## src/rtl/i2crx_pkg.sv

```systemverilog
package i2crx_pkg;
  localparam int BYTE_W = 8;
  localparam int ADDR_W = 7;
  localparam int CTRL_W = 7;

  // control vector bit positions
  localparam int CB_START_IE = 0;
  localparam int CB_STOP_IE  = 1;
  localparam int CB_OVERWR   = 2;
  localparam int CB_AHOLD    = 3;
  localparam int CB_DHOLD    = 4;
  localparam int CB_LONGHOLD = 5;
  localparam int CB_COLL     = 6;

  typedef enum logic [1:0] {
    ST_IDLE = 2'd0,
    ST_ADDR = 2'd1,
    ST_DATA = 2'd2,
    ST_SKIP = 2'd3
  } rx_state_e;
endpackage

```

## src/rtl/i2crx_rst_sync.sv

```systemverilog
module i2crx_rst_sync (
  input  logic clk,
  input  logic rst_n,
  output logic rst_sn
);
  logic [1:0] stg_q;

  always_ff @(posedge clk or negedge rst_n) begin
    if (!rst_n) stg_q <= 2'b00;
    else        stg_q <= {stg_q[0], 1'b1};
  end

  assign rst_sn = stg_q[1];
endmodule

```

## src/rtl/i2crx_sync.sv

```systemverilog
module i2crx_sync #(
  parameter int W      = 2,
  parameter int STAGES = 2
) (
  input  logic         clk,
  input  logic         rst_n,
  input  logic [W-1:0] pin_i,
  output logic [W-1:0] lvl_o,
  output logic [W-1:0] prev_o
);
  logic [W-1:0] stg_q [STAGES];
  logic [W-1:0] prev_q;

  for (genvar s = 0; s < STAGES; s++) begin : g_stage
    logic [W-1:0] d;
    if (s == 0) begin : g_first
      assign d = pin_i;
    end else begin : g_next
      assign d = stg_q[s-1];
    end
    always_ff @(posedge clk or negedge rst_n) begin
      if (!rst_n) stg_q[s] <= '1;
      else        stg_q[s] <= d;
    end
  end

  always_ff @(posedge clk or negedge rst_n) begin
    if (!rst_n) prev_q <= '1;
    else        prev_q <= stg_q[STAGES-1];
  end

  assign lvl_o  = stg_q[STAGES-1];
  assign prev_o = prev_q;
endmodule

```

## src/rtl/i2crx_hold_timer.sv

```systemverilog
module i2crx_hold_timer #(
  parameter int HOLD_SHORT = 10,
  parameter int HOLD_LONG  = 30
) (
  input  logic clk,
  input  logic rst_n,
  input  logic ld_i,
  input  logic val_i,
  input  logic long_i,
  output logic drive_o
);
  localparam int MAXC = (HOLD_LONG > HOLD_SHORT) ? HOLD_LONG : HOLD_SHORT;
  localparam int CW   = $clog2(MAXC + 1);

  logic [CW-1:0] cnt_q, cnt_d;
  logic          pend_q, pend_d;
  logic          drv_q, drv_d;

  always_comb begin
    cnt_d  = cnt_q;
    pend_d = pend_q;
    drv_d  = drv_q;
    if (ld_i) begin
      cnt_d  = long_i ? CW'(HOLD_LONG) : CW'(HOLD_SHORT);
      pend_d = val_i;
    end else if (cnt_q != '0) begin
      cnt_d = cnt_q - CW'(1);
      if (cnt_q == CW'(1)) drv_d = pend_q;
    end
  end

  always_ff @(posedge clk or negedge rst_n) begin
    if (!rst_n) begin
      cnt_q  <= '0;
      pend_q <= 1'b0;
      drv_q  <= 1'b0;
    end else begin
      cnt_q  <= cnt_d;
      pend_q <= pend_d;
      drv_q  <= drv_d;
    end
  end

  assign drive_o = drv_q;
endmodule

```

## src/rtl/i2crx_buffer.sv

```systemverilog
module i2crx_buffer #(
  parameter int W = 8
) (
  input  logic         clk,
  input  logic         rst_n,
  input  logic         wr_i,
  input  logic [W-1:0] wdata_i,
  input  logic         rd_i,
  input  logic         ovf_clr_i,
  input  logic         overwrite_i,
  output logic [W-1:0] data_o,
  output logic         full_o,
  output logic         ovf_o
);
  logic [W-1:0] data_q, data_d;
  logic         full_q, full_d;
  logic         ovf_q, ovf_d;
  logic         data_en;

  always_comb begin
    data_en = wr_i && (!ovf_q || overwrite_i);
    data_d  = data_en ? wdata_i : data_q;
    full_d  = full_q;
    ovf_d   = ovf_q;
    if (wr_i)      full_d = 1'b1;
    else if (rd_i) full_d = 1'b0;
    if (wr_i && full_q && !rd_i) ovf_d = 1'b1;
    else if (ovf_clr_i)          ovf_d = 1'b0;
  end

  always_ff @(posedge clk or negedge rst_n) begin
    if (!rst_n) begin
      data_q <= '0;
      full_q <= 1'b0;
      ovf_q  <= 1'b0;
    end else begin
      if (data_en) data_q <= data_d;
      full_q <= full_d;
      ovf_q  <= ovf_d;
    end
  end

  assign data_o = data_q;
  assign full_o = full_q;
  assign ovf_o  = ovf_q;
endmodule

```

## src/rtl/i2c_target_rx.sv

```systemverilog
module i2c_target_rx
  import i2crx_pkg::*;
#(
  parameter int HOLD_SHORT  = 10,
  parameter int HOLD_LONG   = 30,
  parameter int SYNC_STAGES = 2
) (
  input  logic              clk,
  input  logic              rst_n,
  input  logic              scl_i,
  input  logic              sda_i,
  input  logic [ADDR_W-1:0] own_addr_i,
  input  logic [CTRL_W-1:0] ctrl_i,
  input  logic              rel_set_i,
  input  logic              rd_buf_i,
  input  logic              ovf_clr_i,
  output logic              scl_hold_o,
  output logic              sda_drive_o,
  output logic [BYTE_W-1:0] rx_data_o,
  output logic              buf_full_o,
  output logic              ovf_o,
  output logic              ack_time_o,
  output logic              start_irq_o,
  output logic              stop_irq_o,
  output logic              coll_o
);
  localparam int CNT_W = $clog2(BYTE_W + 1);
  localparam logic [CNT_W-1:0] LAST_BIT = CNT_W'(BYTE_W);

  logic rst_sn;
  logic scl_s, sda_s, scl_p, sda_p;
  logic scl_rise, scl_fall, start_det, stop_det;

  rx_state_e         state_q, state_d;
  logic [CNT_W-1:0]  cnt_q, cnt_d;
  logic [BYTE_W-1:0] sh_q, sh_d;
  logic              slot_q, slot_d;
  logic              ackg_q, ackg_d;
  logic              at_q, at_d;
  logic              rel_q, rel_d;
  logic              sirq_q, pirq_q, coll_q, coll_d;
  logic              ld, ld_val, wr_req, hold_req, addr_hit, in_byte;

  i2crx_rst_sync u_rst (.clk(clk), .rst_n(rst_n), .rst_sn(rst_sn));

  i2crx_sync #(.W(2), .STAGES(SYNC_STAGES)) u_sync (
    .clk(clk), .rst_n(rst_sn), .pin_i({scl_i, sda_i}),
    .lvl_o({scl_s, sda_s}), .prev_o({scl_p, sda_p})
  );

  assign scl_rise  = !scl_p && scl_s;
  assign scl_fall  = scl_p && !scl_s;
  assign start_det = scl_s && scl_p && sda_p && !sda_s;
  assign stop_det  = scl_s && scl_p && !sda_p && sda_s;
  assign addr_hit  = (sh_q[BYTE_W-1:1] == own_addr_i) && !sh_q[0];
  assign in_byte   = (state_q == ST_ADDR) || (state_q == ST_DATA);

  always_comb begin
    state_d  = state_q;
    cnt_d    = cnt_q;
    sh_d     = sh_q;
    slot_d   = slot_q;
    ackg_d   = ackg_q;
    at_d     = at_q;
    coll_d   = 1'b0;
    ld       = 1'b0;
    ld_val   = 1'b0;
    wr_req   = 1'b0;
    hold_req = 1'b0;
    if (stop_det) begin
      state_d = ST_IDLE;
      cnt_d   = '0;
      slot_d  = 1'b0;
      at_d    = 1'b0;
    end else if (start_det) begin
      state_d = ST_ADDR;
      cnt_d   = '0;
      slot_d  = 1'b0;
      at_d    = 1'b0;
    end else if (in_byte) begin
      if (scl_rise) begin
        if (!slot_q && cnt_q != LAST_BIT) begin
          sh_d  = {sh_q[BYTE_W-2:0], sda_s};
          cnt_d = cnt_q + CNT_W'(1);
        end else if (slot_q) begin
          at_d   = 1'b0;
          coll_d = ctrl_i[CB_COLL] && !ackg_q && !sda_s;
        end
      end
      if (scl_fall) begin
        if (!slot_q && cnt_q == LAST_BIT) begin
          slot_d   = 1'b1;
          ackg_d   = (state_q == ST_DATA) || addr_hit;
          ld       = 1'b1;
          ld_val   = ackg_d;
          at_d     = ctrl_i[CB_AHOLD] || ctrl_i[CB_DHOLD];
          wr_req   = (state_q == ST_DATA);
          hold_req = ackg_d && ((state_q == ST_ADDR) ? ctrl_i[CB_AHOLD]
                                                     : ctrl_i[CB_DHOLD]);
        end else if (slot_q) begin
          slot_d  = 1'b0;
          cnt_d   = '0;
          ld      = 1'b1;
          ld_val  = 1'b0;
          state_d = ackg_q ? ST_DATA : ST_SKIP;
        end
      end
    end
    if (rel_set_i)     rel_d = 1'b1;
    else if (hold_req) rel_d = 1'b0;
    else               rel_d = rel_q;
  end

  always_ff @(posedge clk or negedge rst_sn) begin
    if (!rst_sn) begin
      state_q <= ST_IDLE;
      cnt_q   <= '0;
      sh_q    <= '0;
      slot_q  <= 1'b0;
      ackg_q  <= 1'b0;
      at_q    <= 1'b0;
      rel_q   <= 1'b1;
      sirq_q  <= 1'b0;
      pirq_q  <= 1'b0;
      coll_q  <= 1'b0;
    end else begin
      state_q <= state_d;
      cnt_q   <= cnt_d;
      sh_q    <= sh_d;
      slot_q  <= slot_d;
      ackg_q  <= ackg_d;
      at_q    <= at_d;
      rel_q   <= rel_d;
      sirq_q  <= start_det && ctrl_i[CB_START_IE];
      pirq_q  <= stop_det && ctrl_i[CB_STOP_IE];
      coll_q  <= coll_d;
    end
  end

  i2crx_hold_timer #(.HOLD_SHORT(HOLD_SHORT), .HOLD_LONG(HOLD_LONG)) u_hold (
    .clk(clk), .rst_n(rst_sn), .ld_i(ld), .val_i(ld_val),
    .long_i(ctrl_i[CB_LONGHOLD]), .drive_o(sda_drive_o)
  );

  i2crx_buffer #(.W(BYTE_W)) u_buf (
    .clk(clk), .rst_n(rst_sn), .wr_i(wr_req), .wdata_i(sh_q),
    .rd_i(rd_buf_i), .ovf_clr_i(ovf_clr_i), .overwrite_i(ctrl_i[CB_OVERWR]),
    .data_o(rx_data_o), .full_o(buf_full_o), .ovf_o(ovf_o)
  );

  assign scl_hold_o  = !rel_q;
  assign ack_time_o  = at_q;
  assign start_irq_o = sirq_q;
  assign stop_irq_o  = pirq_q;
  assign coll_o      = coll_q;
endmodule

```

## config.mk

```make
export PLATFORM = sky130hd
export DESIGN_NAME = i2c_target_rx
export DESIGN_NICKNAME = d
export VERILOG_FILES = /design/src/rtl/i2crx_pkg.sv /design/src/rtl/i2crx_rst_sync.sv /design/src/rtl/i2crx_sync.sv /design/src/rtl/i2crx_hold_timer.sv /design/src/rtl/i2crx_buffer.sv /design/src/rtl/i2c_target_rx.sv
export SDC_FILE = /design/constraint.sdc
export NUM_CORES = 1
export LEC_CHECK = 0
export CORE_MARGIN = 4
export CORE_UTILIZATION = 25
export DETAILED_ROUTE_END_ITERATION = 8
export DONT_BUFFER_PORTS = 1
export PLACE_DENSITY_LB_ADDON = 0.05
export SLEW_MARGIN = 15
export SYNTH_ARGS = -nofsm -noshare
export SYNTH_HDL_FRONTEND = slang
export SYNTH_SLANG_ARGS = --single-unit
```

## constraint.sdc

```tcl
create_clock -name clk -period 2 [get_ports clk]
set_clock_uncertainty 0.1 [all_clocks]
set_input_delay 0.2 -clock clk [delete_from_list [all_inputs] [get_ports clk]]
set_output_delay 0.2 -clock clk [all_outputs]
set_load 0.02 [all_outputs]
```

==> results.yml <==
run_status:
  status: "finished with violations"
  violations: "negative setup slack"
synth:
  ys.flop_type: "dfrtp_1"
  synth_top_cell_area_share: 0.468
  synthDistinctLibCells: 40
  seq_area_frac_synth: 0.556
  async_flop_share: 1.00
  synth_edf_count: 0
  yosysMostFrequentCell: "dfrtp_1"
  synth_area_leaders: "dfrtp_1 (47%), mux2_2 (9.2%), dfstp_2 (8.8%)"
  syn_nets: 204
  syn_area_per_cell_um2: 11.8
  yosysWarnings: 0
  syn-instance-count: 176
  syn-cell-area_um2: 2080
  ys_seq_elements: 46
  yosysTopAreaCell: "dfrtp_1"
  synth_commonest_cells: "dfrtp_1 (39), mux2_2 (17), nand2_1 (12)"
place:
  gp_congestion: 0.851
  hpwl_mm: 3.66
  placedInstanceArea_um2: 2470
  pre_cts_slack_ns: -0.000485
  io_buffers: 0
finish:
  fill_cells: 841
  num_antenna_cells: 0
  drive_gt1_frac: 0.308
  nets: 248
  design_area_um2: 2750
  syn_to_final_growth_pct: 31.9
sta:
  period_needed_ns: 2.01
  slew_headroom: 0.652
  tightest_slew_ns: 0.522
  setup_viol: 1
  fin_crit_sh: 1.00
  fmax_mhz: 499
  finalHoldViolCount: 0
  slew_violations: 0
  fin_ws_ns: -0.00599
  rsz0062_at_grt: "true"
route:
  dr.max_layer_used: "met4"
  drtIter0Drc: 32
  totalWireLength_mm: 4.83
  postRouteAntennaNets: 0
  wl_per_cell_um: 14.8
  wl_met1_mm: 2.15
  post-route-drc-count: 0
  first_pass_iters: 4
  wl_met2_mm: 2.36
  vias: 1435
  post_drt_via_cell_ratio: 4.40
  route.met3.wl_um: 265
global_routing:
  antenna_found_initial: 0
  grt.total_usage: 0.108
  gr-total-overflow: 0
  grt_pass1_wl_mm: 8.25
  grt_pass1_vias: 1566
  grt_max_degree: 24
clock_tree:
  clkLatencyLatePin_ns: 0.30
  root_buffer: "clkbuf_8"
  cts.clk_slew.worst_paths_ns: 0.09
  tritoncts: "done"
  clock_sinks: 46
  htreeDepth: 2
  cts_buffers: 5
  clk_path_buf_depth: 2
critical_path:
  r2r_slack_ns: -0.006
  crit_arrival_ns: 2.15
  crit_family: "simple AND/OR/NAND/NOR gates"
  crit_path_start_kind: "flop"
  cp_num_buf_inv: 0
  timing.rr.end: "rel_q"
  rr_worst_depth: 4
  cpPeakStageDelay_ns: 0.52
  crit_chain: "ha_4, or4_4, or4b_1, o211a_1"
  cp_slowest_cell: "or4_4"
  crit_start: "state_q[1]"
  crit_type: "flop to flop"
  r2r_start: "state_q[1]"
  endpoint_kind: "flop"
  path_max_fanout: 4
  required_ns: 2.14
pwr:
  totalPowerFinal_mw: 2.85
  p_leak_nw: 1.21
  power_density_nw_per_um2: 1040
  vdd_ir_drop_max_uv: 323
die:
  initial_core_util: 0.255
  die_w_um: 99.3
  rows: 33
  num_io_pins: 37
  core_area_um2: 8180
  dieArea_um2: 9860
  die_y_um: 99.3
hold_path:
  worstHoldStart: "rel_set_i"
  hold_path_end: "rel_q"
  min_path_type: "input port to flop"
  min_path_cells: 2
job:
  drv_cap: 0
[metrics by stage]
| step | utilization | hold slack, ns | setup TNS (ns) | std cells |
|---|---|---|---|---|
| floorplan | - | -0.196 | -0.259 | 176 |
| global placement | 0.302 | -0.196 | 0 | 303 |
| detailed placement | 0.302 | -0.196 | -0.000485 | 303 |
| CTS | 0.334 | 0.00606 | -0.0303 | 324 |
| global route | 0.336 | 0.0417 | -0.394 | 326 |
| finish | 0.336 | 0.0398 | -0.00599 | 326 |
[worst max-delay path by stage]
stage,slack (ns),end,cells past startpoint
after floorplan,-0.05,rel_q,5
after global placement,0.02,u_buf.data_o[0],5
after detailed placement,-0.0005,u_buf.data_o[0],6
after CTS,-0.02,rel_q,5
after global routing,-0.08,rel_q,6
final,-0.006,rel_q,4
[report_power, final]
part / internal (mW) / leakage [nW] / switching, mW / total, mW
combinational: 0.462 / 0.575 / 0.341 / 0.802
sequential: 1.12 / 0.578 / 0.214 / 1.34
clock: 0.375 / 0.0585 / 0.338 / 0.713
total: 1.96 / 1.21 / 0.892 / 2.85
[repair_timing]
item / 4_1_cts / 5_1_grt
resized for setup: 5 / 1
pin swaps: 0 / 1
hold buffers: 12 / 1
buffers inserted: 1 / 1
setup endpoints to repair: 7 / 12
hold endpoints to repair: 13 / 2
[layer usage]
layer	vias to the layer above	global-route usage
li1	703	-
met1	696	0.135
met2	29	0.178
met3	7	0.0330
met4	0	0.0315
met5	-	0
[flip-flops by register name, summed over array words and instances, names as in the netlist, 2 cells and up]
| register | count |
|---|---|
| u_sync.prev_o | 2 |
| u_sync.g_stage.d | 2 |
| u_rst.stg_q | 2 |
| u_hold.cnt_q | 5 |
| cnt_q | 4 |
| state_q | 2 |
| sh_q | 8 |
| u_buf.data_o | 8 |
| u_sync.lvl_o | 2 |
[layout make-up]
type	instances	area, um2	area share
Timing Repair Buffer	39	363	0.132
Sequential cell	46	1160	0.422
Tap cell	105	131	0.0478
Inverter	11	41.3	0.0150
Clock buffer	5	68.8	0.0250
Multi-Input combinational cell	117	940	0.342
Clock inverter	3	43.8	0.0159
[logic make-up (layout without fill, tap and decap cells)]
group,count (synthesis),in the layout,synth area share
simple gates,53,53,0.144
flops,46,46,0.556
compound gates,24,24,0.0738
mux,21,21,0.111
buf+inv,13,58,0.0246
xor+xnor,11,11,0.0462
fa+ha+maj,7,7,0.0420
other cells,1,1,0.00180
[layout by cell type, fill, tap and decap left out, types with 2 or more instances in the layout]
cell type / netlist / routed
nor2_1: 9 / 9
nor2b_1: 2 / 2
inv_2: 0 / 3
xor2_1: 8 / 8
and2_1: 2 / 2
ha_1: 7 / 5
mux2i_1: 4 / 4
nor3_1: 4 / 4
nor4_1: 3 / 3
inv_1: 11 / 8
or3_1: 2 / 2
ha_4: 0 / 2
nor3b_1: 2 / 2
o22ai_1: 4 / 4
mux2_4: 0 / 8
nand3b_1: 3 / 3
nand2b_1: 3 / 3
xnor2_1: 3 / 3
o211ai_1: 2 / 2
clkbuf_8: 0 / 5
dfstp_2: 7 / 7
nand4b_1: 2 / 2
buf_4: 0 / 23
mux2_2: 17 / 9
nand2_1: 12 / 12
a21o_1: 2 / 2
a21oi_1: 3 / 3
buf_12: 0 / 3
o21ai_0: 8 / 8
dfrtp_1: 39 / 38
dlygate4sd3_1: 0 / 13
No activity file was read; power rests on OpenSTA's default activity.
